File: config.mk
export PLATFORM = sky130hd
export DESIGN_NAME = mc_supervisor
export DESIGN_NICKNAME = d
export VERILOG_FILES = /design/src/rtl/mc_pkg.sv /design/src/rtl/mc_arm_tracker.sv /design/src/rtl/mc_startup_timer.sv /design/src/rtl/mc_mode_fsm.sv /design/src/rtl/mc_supervisor.sv
export SDC_FILE = /design/constraint.sdc
export NUM_CORES = 1
export LEC_CHECK = 0
export ABC_AREA = 0
export BUFFER_PORTS_ARGS = -buffer_cell sky130_fd_sc_hd__buf_2
export CAP_MARGIN = 10
export CORE_AREA = 3 3 48 50
export DETAILED_ROUTE_END_ITERATION = 16
export DIE_AREA = 0 0 51 53
export PLACE_DENSITY = 0.72
export SYNTH_ARGS = -nofsm -noshare
export SYNTH_HDL_FRONTEND = slang
export SYNTH_SLANG_ARGS = --single-unit
File: constraint.sdc
create_clock -name clk_i -period 3.3 [get_ports clk_i]
set_clock_uncertainty 0.15 [all_clocks]
set_input_delay 0 -clock clk_i [delete_from_list [all_inputs] [get_ports clk_i]]
set_output_delay 0 -clock clk_i [all_outputs]
set_load 0.01 [all_outputs]
File: src/rtl/mc_pkg.sv
package mc_pkg;
  typedef enum logic [1:0] {
    MODE_NORMAL   = 2'd0,
    MODE_STARTUP  = 2'd1,
    MODE_FLASH    = 2'd2,
    MODE_FAILSAFE = 2'd3
  } mode_e;

  typedef enum logic [2:0] {
    SRC_POWER   = 3'd0,
    SRC_ARM     = 3'd1,
    SRC_FLEXIT  = 3'd2,
    SRC_WDG     = 3'd3,
    SRC_ILLEGAL = 3'd4,
    SRC_TIMEOUT = 3'd5,
    SRC_WAKE    = 3'd6
  } src_e;

  localparam logic [2:0] CODE_SERVE    = 3'b111;
  localparam logic [2:0] CODE_ARM_MID  = 3'b001;
  localparam logic [2:0] CODE_GO_FLASH = 3'b011;
  localparam logic [2:0] CODE_GO_NORM  = 3'b101;

  localparam int unsigned ARM_STEPS = 3;

  function automatic logic [2:0] arm_code(input int unsigned step);
    return (step == 1) ? CODE_ARM_MID : CODE_SERVE;
  endfunction
endpackage

File: src/rtl/mc_arm_tracker.sv
module mc_arm_tracker
  import mc_pkg::*;
#(
  parameter int unsigned STEPS = ARM_STEPS
) (
  input  logic       clk_i,
  input  logic       rst_ni,
  input  logic       en_i,
  input  logic       wr_valid_i,
  input  logic [2:0] wr_code_i,
  input  logic       wr_in_win_i,
  output logic       done_o
);
  localparam int unsigned SW = (STEPS > 1) ? $clog2(STEPS) : 1;

  logic [SW-1:0]    step_q;
  logic [STEPS-1:0] step_hit;
  logic             hit;

  for (genvar g = 0; g < STEPS; g++) begin : g_cmp
    assign step_hit[g] = (wr_code_i == arm_code(g));
  end

  assign hit    = wr_valid_i && wr_in_win_i && step_hit[step_q];
  assign done_o = en_i && hit && (step_q == SW'(STEPS - 1));

  always_ff @(posedge clk_i or negedge rst_ni) begin
    if (!rst_ni) begin
      step_q <= '0;
    end else if (!en_i) begin
      step_q <= '0;
    end else if (wr_valid_i) begin
      if (hit && step_q != SW'(STEPS - 1)) step_q <= step_q + 1'b1;
      else                                 step_q <= '0;
    end
  end
endmodule

File: src/rtl/mc_startup_timer.sv
module mc_startup_timer #(
  parameter int unsigned LIMIT = 256
) (
  input  logic clk_i,
  input  logic rst_ni,
  input  logic run_i,
  input  logic restart_i,
  input  logic tick_i,
  output logic expire_o
);
  localparam int unsigned CW = (LIMIT > 1) ? $clog2(LIMIT) : 1;

  logic [CW-1:0] cnt_q;

  assign expire_o = run_i && tick_i && (cnt_q == CW'(LIMIT - 1));

  always_ff @(posedge clk_i or negedge rst_ni) begin
    if (!rst_ni)                cnt_q <= '0;
    else if (restart_i || !run_i) cnt_q <= '0;
    else if (tick_i)            cnt_q <= cnt_q + 1'b1;
  end
endmodule

File: src/rtl/mc_mode_fsm.sv
module mc_mode_fsm
  import mc_pkg::*;
(
  input  logic       clk_i,
  input  logic       rst_ni,
  input  logic       wr_valid_i,
  input  logic [2:0] wr_code_i,
  input  logic       wr_in_win_i,
  input  logic       osc_fail_i,
  input  logic       wake_i,
  input  logic       wdg_ovf_i,
  input  logic       arm_done_i,
  input  logic       su_expire_i,
  output mode_e      mode_o,
  output logic       sys_rst_o,
  output src_e       rst_src_o,
  output logic       restart_o
);
  mode_e mode_q, mode_d;
  src_e  src_q, src_d, go_src;
  logic  armed_q, armed_d;
  logic  rst_q, go_su;

  always_comb begin
    mode_d  = mode_q;
    armed_d = armed_q;
    go_su   = 1'b0;
    go_src  = src_q;
    if (osc_fail_i) begin
      mode_d  = MODE_FAILSAFE;
      armed_d = 1'b0;
    end else begin
      unique case (mode_q)
        MODE_FAILSAFE: begin
          if (wake_i) begin go_su = 1'b1; go_src = SRC_WAKE; end
        end
        MODE_NORMAL: begin
          if (wdg_ovf_i)       begin go_su = 1'b1; go_src = SRC_WDG; end
          else if (arm_done_i) begin go_su = 1'b1; go_src = SRC_ARM; end
        end
        MODE_STARTUP: begin
          if (wr_valid_i) begin
            if (wr_in_win_i && wr_code_i == CODE_GO_FLASH && armed_q) begin
              mode_d  = MODE_FLASH;
              armed_d = 1'b0;
            end else if (wr_in_win_i && wr_code_i == CODE_GO_NORM) begin
              mode_d  = MODE_NORMAL;
              armed_d = 1'b0;
            end else begin
              go_su  = 1'b1;
              go_src = SRC_ILLEGAL;
            end
          end else if (su_expire_i) begin
            go_su  = 1'b1;
            go_src = SRC_TIMEOUT;
          end
        end
        MODE_FLASH: begin
          if (wdg_ovf_i) begin
            go_su = 1'b1; go_src = SRC_WDG;
          end else if (wr_valid_i && wr_code_i != CODE_SERVE) begin
            go_su = 1'b1; go_src = SRC_FLEXIT;
          end
        end
        default: ;
      endcase
      if (go_su) begin
        mode_d  = MODE_STARTUP;
        armed_d = (go_src == SRC_ARM);
      end
    end
    src_d = go_su ? go_src : src_q;
  end

  always_ff @(posedge clk_i or negedge rst_ni) begin
    if (!rst_ni) begin
      mode_q  <= MODE_STARTUP;
      src_q   <= SRC_POWER;
      armed_q <= 1'b0;
      rst_q   <= 1'b0;
    end else begin
      mode_q  <= mode_d;
      src_q   <= src_d;
      armed_q <= armed_d;
      rst_q   <= go_su;
    end
  end

  assign mode_o    = mode_q;
  assign rst_src_o = src_q;
  assign sys_rst_o = rst_q;
  assign restart_o = go_su;
endmodule

File: src/rtl/mc_supervisor.sv
module mc_supervisor
  import mc_pkg::*;
#(
  parameter int unsigned STARTUP_MS = 256
) (
  input  logic       clk_i,
  input  logic       rst_ni,
  input  logic       wr_valid_i,
  input  logic [2:0] wr_code_i,
  input  logic       wr_in_win_i,
  input  logic       tick_1ms_i,
  input  logic       osc_fail_i,
  input  logic       wake_i,
  input  logic       wdg_ovf_i,
  output logic [1:0] mode_o,
  output logic       sys_rst_o,
  output logic [2:0] rst_src_o
);
  mode_e mode;
  src_e  src;
  logic  arm_done, su_expire, restart;

  mc_arm_tracker #(.STEPS(ARM_STEPS)) u_arm (
    .clk_i      (clk_i),
    .rst_ni     (rst_ni),
    .en_i       (mode == MODE_NORMAL),
    .wr_valid_i (wr_valid_i),
    .wr_code_i  (wr_code_i),
    .wr_in_win_i(wr_in_win_i),
    .done_o     (arm_done)
  );

  mc_startup_timer #(.LIMIT(STARTUP_MS)) u_tmr (
    .clk_i    (clk_i),
    .rst_ni   (rst_ni),
    .run_i    (mode == MODE_STARTUP),
    .restart_i(restart),
    .tick_i   (tick_1ms_i),
    .expire_o (su_expire)
  );

  mc_mode_fsm u_fsm (
    .clk_i      (clk_i),
    .rst_ni     (rst_ni),
    .wr_valid_i (wr_valid_i),
    .wr_code_i  (wr_code_i),
    .wr_in_win_i(wr_in_win_i),
    .osc_fail_i (osc_fail_i),
    .wake_i     (wake_i),
    .wdg_ovf_i  (wdg_ovf_i),
    .arm_done_i (arm_done),
    .su_expire_i(su_expire),
    .mode_o     (mode),
    .sys_rst_o  (sys_rst_o),
    .rst_src_o  (src),
    .restart_o  (restart)
  );

  assign mode_o    = mode;
  assign rst_src_o = src;
endmodule

==> results of run 1 <==
-- critical path: stages (launching register included) --
cell,delay (ps)
dfstp_2,670
nand2b_1,170
a211o_2,330
a21bo_2,240
o211ai_1,100
a21oi_1,150
dlygate4sd3_1,550
-- logic make-up after synthesis --
logic type / after synthesis
compound gates: 24
xor+xnor: 7
fa+ha+maj: 2
buf+inv: 8
flops: 17
mux: 1
simple gates: 47
-- power by group through the flow --
stage	sequential, W	clock, W	combinational (W)
4_1_cts	0.000221	0.000112	0.0000672
3_5_place_dp	0.000225	0	0.0000614
2_1_floorplan	0.000225	0	0.0000363
3_3_place_gp	0.000225	0	0.0000604
6_report	0.000221	0.000107	0.0000671
5_1_grt	0.000222	0.000120	0.0000745
-- how the worst max path moves through the flow --
stage / endpoint / slack (ps) / cells after the start
final: u_fsm.armed_q$_DFFE_PN0P_ / 880 / 6
after global routing: u_fsm.armed_q$_DFFE_PN0P_ / 730 / 6
after CTS: u_fsm.armed_q$_DFFE_PN0P_ / 880 / 6
after detailed placement: u_fsm.rst_src_o[0]$_DFFE_PN0P_ / 1290 / 5
after global placement: u_fsm.rst_src_o[0]$_DFFE_PN0P_ / 1330 / 5
after floorplan: u_fsm.rst_src_o[0]$_DFFE_PN0P_ / 1340 / 6
-- flip-flops by register name, indices dropped and copies added, names as in the netlist --
name             cells
u_fsm.mode_o         2
u_arm.step_q         2
u_fsm.armed_q        1
u_tmr.cnt_q          8
u_fsm.rst_src_o      3
u_fsm.sys_rst_o      1
-- final cells by class --
class	instances	share of cell area [%]
Multi-Input combinational cell	81	46.4
Inverter	6	1.83
Timing Repair Buffer	23	12.2
Clock buffer	4	2.13
Sequential cell	17	34.7
Tap cell	27	2.74
-- repair_timing --
action / in CTS / in global routing
gates resized for setup: 0 / 0
endpoints found under the hold margin: 28 / 0
hold buffers: 7 / 0
setup buffers: 0 / 0
-- layout by cell type, fill, tap and decap left out, types with 2 or more instances in the layout --
master         synthesis  final
nor4_1                 2      2
ha_1                   2      2
dlygate4sd3_1          0      7
and3_1                 2      2
o21ai_0                2      2
nand2_1                9      9
buf_2                  0     16
nor2_1                14     14
a21oi_1                6      6
clkbuf_4               0      3
nand2b_1               2      2
nor4b_2                2      2
inv_1                  6      6
nand4_1                2      2
nand3_1                3      3
nor3_1                 6      6
dfrtp_1               16     16
xnor2_1                3      3
xor2_1                 4      4
a2111oi_2              2      2
-- metrics by stage --
stage	hold WS, ps	utilization [%]	cells
CTS	2.76	63.4	158
finish	11.8	63.4	158
global route	38.8	63.4	158
detailed placement	-204	58.4	147
global placement	-210	58.4	147
floorplan	-446	-	106
-- metal layers --
metal | share of wire, % | wire [um] | global-route usage [%]
met1 | 49 | 1070 | 24.7
met2 | 47 | 1020 | 28.5
met3 | 3.6 | 79 | 4.23
met4 | 0.46 | 10 | 5.38
met5 | 0 | 0 | 0
==> flow_metrics.tcl, run 1 <==
set metrics [dict create \
    port_buffers 16 \
    synth-compound-area-share_pct 21.5 \
    tns_ps 0 \
    pwr-share-comb_pct 17.0 \
    grt_overflow 0 \
    cts_tree "built" \
    netlist_top_cells_area "dfrtp_1, nor2_1, xor2_1" \
    synthMuxAreaShare_pct 0.963 \
    fin_crit_ps 2420 \
    outcome "completed" \
    worst_slew_pin_slew_ps 459 \
    cp-end-kind "register" \
    clk_latency_ps 280 \
    ys_types 40 \
    remaining_drc_errors 0 \
    crit_required_ps 3370 \
    grt_pass1_vias 866 \
    grt_usage_pct 18.2 \
    powerDensity_nw_per_um2 320 \
    crit_arrival_ps 2490 \
    hold_viol 0 \
    clock.fmax_mhz 413 \
    p_int_w 0.000290 \
    dpl_worst_slack_ps 1290 \
    finalPower_w 0.000395 \
    die_width_um 51 \
    ir_drop_v 0.000339 \
    yosysTopAreaCell "dfrtp_1" \
    netlist_instances 106 \
    cts.htree.levels 1 \
    vias 900 \
    synth_top_area_share_pct 38.5 \
    rsz0062_at_grt "false" \
    first_pass_iters 4 \
    r2r_cells 6 \
    synthFlopType "dfrtp_1" \
    async_flop_share_pct 100 \
    cts.clk_slew.worst_paths_ps 90 \
    rr_startpoint "u_fsm.mode_o[0]$_DFFE_PN1P_" \
    antennaDiodeCount 0 \
    critPathMaxFanout 11 \
    synth_xor_xnor_area_share_pct 5.90 \
    initial_core_util_pct 53.5 \
    drt_iter0_markers 7 \
    drive_above_1_share_pct 23.7 \
    p_sw_w 0.000104 \
    mappedNetlistArea_sq_um 1040 \
    ant_nets 0 \
    min_path_type "in2async" \
    syn-num-nets 119 \
    relSlewSlack_pct 69.3 \
    ios 17 \
    via_per_inst 5.70 \
    synth_top_family_by_area "simple AND/OR/NAND/NOR gates" \
    clockBufferDepth 2 \
    rr_endpoint "u_fsm.armed_q$_DFFE_PN0P_" \
    dp_hpwl_um 1590 \
    setup_ws_ps 881 \
    synth_top_cells_by_count "dfrtp_1, nor2_1, nand2_1" \
    clkSinkCount 17 \
    synth_most_common_cell "dfrtp_1" \
    dpl_cell_area_sq_um 1130 \
    r2r_slack_ps 880 \
    grt_max_degree 18 \
    core-area_sq_um 1940 \
    period_share_pct 73.3 \
    power_frac_clock_pct 27.0 \
    setup_violations 0 \
    regArea_sq_um 427 \
    syn2layout_area_growth_pct 18.4 \
    worstSetupPathType "reg2reg" \
    numCtsBuffers 3 \
    synth_edf_count 0 \
    postSynthAreaPerCell_sq_um 9.81 \
    fin_nets 145 \
    finalMaxSlewViolations 0 \
    yosysSeqAreaShare_pct 41.0 \
    multi_input_area_sq_um 572 \
    fp-row-count 16 \
    synthAdderAreaFrac_pct 2.41 \
    fillerInstances 176 \
    swShare_pct 26.4 \
    start_kind "register" \
    synth-simple-area-share_pct 24.2 \
    ys_ff_latch 17 \
    worstSetupStartpoint "u_fsm.mode_o[0]$_DFFE_PN1P_" \
    yosys_warnings 0 \
    cap_violations 0 \
    grt_first_pass_wirelength_um 3660 \
    place_congestion 0.850 \
    final_area_sq_um 1230 \
    post_drt_wl_per_cell_um 13.8 \
    power.leakage_nw 0.517 \
    antenna_found_initial 0 \
    seqPwrFrac_pct 56.0 \
    cts-root-buf "clkbuf_4" \
    die-area_sq_um 2700 \
    drt_wl_total_um 2180 \
    die_h_um 53 \
]
Power figures use the tool's default switching activity.
==> run 2, diff against run 1 <==
ABC_AREA = 1   (was 0)
CORE_AREA = 3 3 52 54   (was 3 3 48 50)
DIE_AREA = 0 0 55 57   (was 0 0 51 53)
PLACE_DENSITY = 0.68   (was 0.72)
clock period = 2.01 ns   (was 3.3 ns; I/O delays follow)
==> flow_metrics.tcl, run 2 <==
set metrics [dict create \
    die_h_um 57 \
    critPathMaxFanout 6 \
    finalMaxSlewViolations 0 \
    netlist_top_cells_area "dfrtp_1, nand2_1, nand3_1" \
    clkSinkCount 17 \
    antennaDiodeCount 0 \
    initial_core_util_pct 49.4 \
    postSynthAreaPerCell_sq_um 7.58 \
    tns_ps 0 \
    powerDensity_nw_per_um2 557 \
    syn-num-nets 160 \
    synth_top_cells_by_count "nand2_1, nor2_1, dfrtp_1, inv_1, nand3_1" \
    setup_ws_ps 194 \
    hold_viol 5 \
    r2r_slack_ps 190 \
    mappedNetlistArea_sq_um 1110 \
    drive_above_1_share_pct 21.4 \
    cts.htree.levels 1 \
    cts.clk_slew.worst_paths_ps 110 \
    async_flop_share_pct 100 \
    yosysTopAreaCell "dfrtp_1" \
    post_drt_wl_per_cell_um 11.5 \
    final_area_sq_um 1320 \
    min_path_type "in2async" \
    cp-end-kind "register" \
    final_cell_mix "nand2_1, nor2_1, inv_1, buf_2, dfrtp_1" \
    cts_tree "built" \
    ys_ff_latch 17 \
    worstSetupPathType "reg2reg" \
    power.leakage_nw 0.689 \
    cts_resized 0 \
    grt_max_degree 18 \
    worst_slew_pin_slew_ps 380 \
    drt_iter0_markers 28 \
    clk_latency_ps 290 \
    die-area_sq_um 3140 \
    dpl_worst_slack_ps 198 \
    drt_wl_total_um 2310 \
    grt_pass1_vias 974 \
    numCtsBuffers 3 \
    ir_drop_v 0.000371 \
    core-area_sq_um 2250 \
    first_pass_iters 4 \
    yosys_warnings 0 \
    violations "negative hold slack" \
    worstSetupStartpoint "u_arm.step_q[0]$_DFFE_PN0P_" \
    fin_nets 187 \
    setup_violations 0 \
    use_met1_pct 22.8 \
    remaining_drc_errors 0 \
    busiest_layer "met2" \
    outcome "finished with violations" \
    cts-root-buf "clkbuf_4" \
    dp_hpwl_um 1820 \
    whs_ps -0.724 \
    r2r_cells 10 \
    crit_required_ps 2090 \
    port_buffers 16 \
    grt_first_pass_wirelength_um 4090 \
    ant_nets 0 \
    grtUsageMet3_pct 3.13 \
    regMostFlops "u_tmr.cnt_q" \
    clock.fmax_mhz 551 \
    largest_reg_flops 8 \
    ys_types 25 \
    yosysSeqAreaShare_pct 38.3 \
    start_kind "register" \
    cap_violations 0 \
    fp-row-count 17 \
    synth_top_area_share_pct 35.9 \
    relSlewSlack_pct 74.7 \
    grt_overflow 0 \
    synth_edf_count 0 \
    synthFlopType "dfrtp_1" \
    grt_usage_pct 17.0 \
    fin_crit_ps 1820 \
    die_width_um 55 \
    antenna_found_initial 0 \
    place_congestion 0.882 \
    ios 17 \
    via_per_inst 5.03 \
    netlist_instances 147 \
    dpl_cell_area_sq_um 1230 \
    grt_use_met2_pct 28.4 \
    clockBufferDepth 2 \
    period_share_pct 90.3 \
    layout_commonest_cell "nand2_1" \
    rr_endpoint "u_fsm.armed_q$_DFFE_PN0P_" \
    vias 1011 \
    crit_arrival_ps 1900 \
    synth_most_common_cell "nand2_1" \
    rsz0062_at_grt "false" \
    syn2layout_area_growth_pct 18.1 \
    rr_startpoint "u_arm.step_q[0]$_DFFE_PN0P_" \
]
[run 2: cell types whose count changed after synthesis, moves of 4 or more]
cell,previous run,this run
nor3_1,6,0
nand3_1,3,13
nand4_1,2,6
nand2_1,9,39
inv_1,6,16
[run 2: logic make-up after synthesis]
group	share of synthesized area, %
AND/OR/NAND/NOR	42.1
buffers and inverters	6.40
flip-flops	38.3
AO/OA/AOI/OAI	5.50
XOR/XNOR	5.50
adder cells (fa/ha/maj)	2.24
[run 2: power by group]
group / internal [W] / switching [W] / total [W] / leakage [nW]
Clock: 0.0000769 / 0.000105 / 0.000181 / 0.0150
Sequential: 0.000363 / 0.0000189 / 0.000382 / 0.223
Combinational: 0.0000651 / 0.000105 / 0.000170 / 0.451
Total: 0.000505 / 0.000229 / 0.000733 / 0.689
[run 2: worst max-delay path, cell delays in order (launching register included)]
cell,delay [ps]
dfrtp_1,380
inv_1,150
ha_1,180
inv_1,70
nor2_4,120
nand4_2,140
nand2_2,130
nand3_4,120
nor2_4,160
nand3_1,110
nand2_1,60
[run 2: routing by layer]
layer	wire length, um	up-vias
li1	-	527
met1	1100	466
met2	1110	16
met3	82	2
met4	12	0
met5	0	-
[run 2: how the worst max path moves through the flow]
stage                                     end  slack (ps)  cells past startpoint
6_report            u_fsm.armed_q$_DFFE_PN0P_         190                     10
4_1_cts             u_fsm.armed_q$_DFFE_PN0P_         180                     10
2_1_floorplan  u_fsm.rst_src_o[1]$_DFFE_PN0P_         380                      9
3_3_place_gp        u_fsm.armed_q$_DFFE_PN0P_         280                     10
3_5_place_dp       u_tmr.cnt_q[7]$_DFFE_PN0P_         200                      9
5_1_grt        u_fsm.rst_src_o[1]$_DFFE_PN0P_          40                      9
[run 2: metrics by stage]
stage               utilization [%]  instances  power, W  hold WS, ps
CTS                            58.4        201  0.000744         10.9
global placement               54.6        191  0.000549         -210
detailed placement             54.6        191  0.000551         -205
floorplan                         -        147  0.000488         -446
global route                   58.4        201  0.000785         26.4
finish                         58.4        201  0.000733       -0.724
[run 2: final cells by class]
type                       instances  area [sq um]
sequential                        17           427
tap                               28          35.0
clock buffer                       4          26.3
inverter                          19          71.3
timing repair buffer              22           140
multi-input combinational        111           617
fill                             232           938
[run 2: what timing repair did]
item,CTS,global route
setup buffers,0,0
hold endpoints to repair,29,0
setup endpoints to repair,0,0
hold buffers,6,0
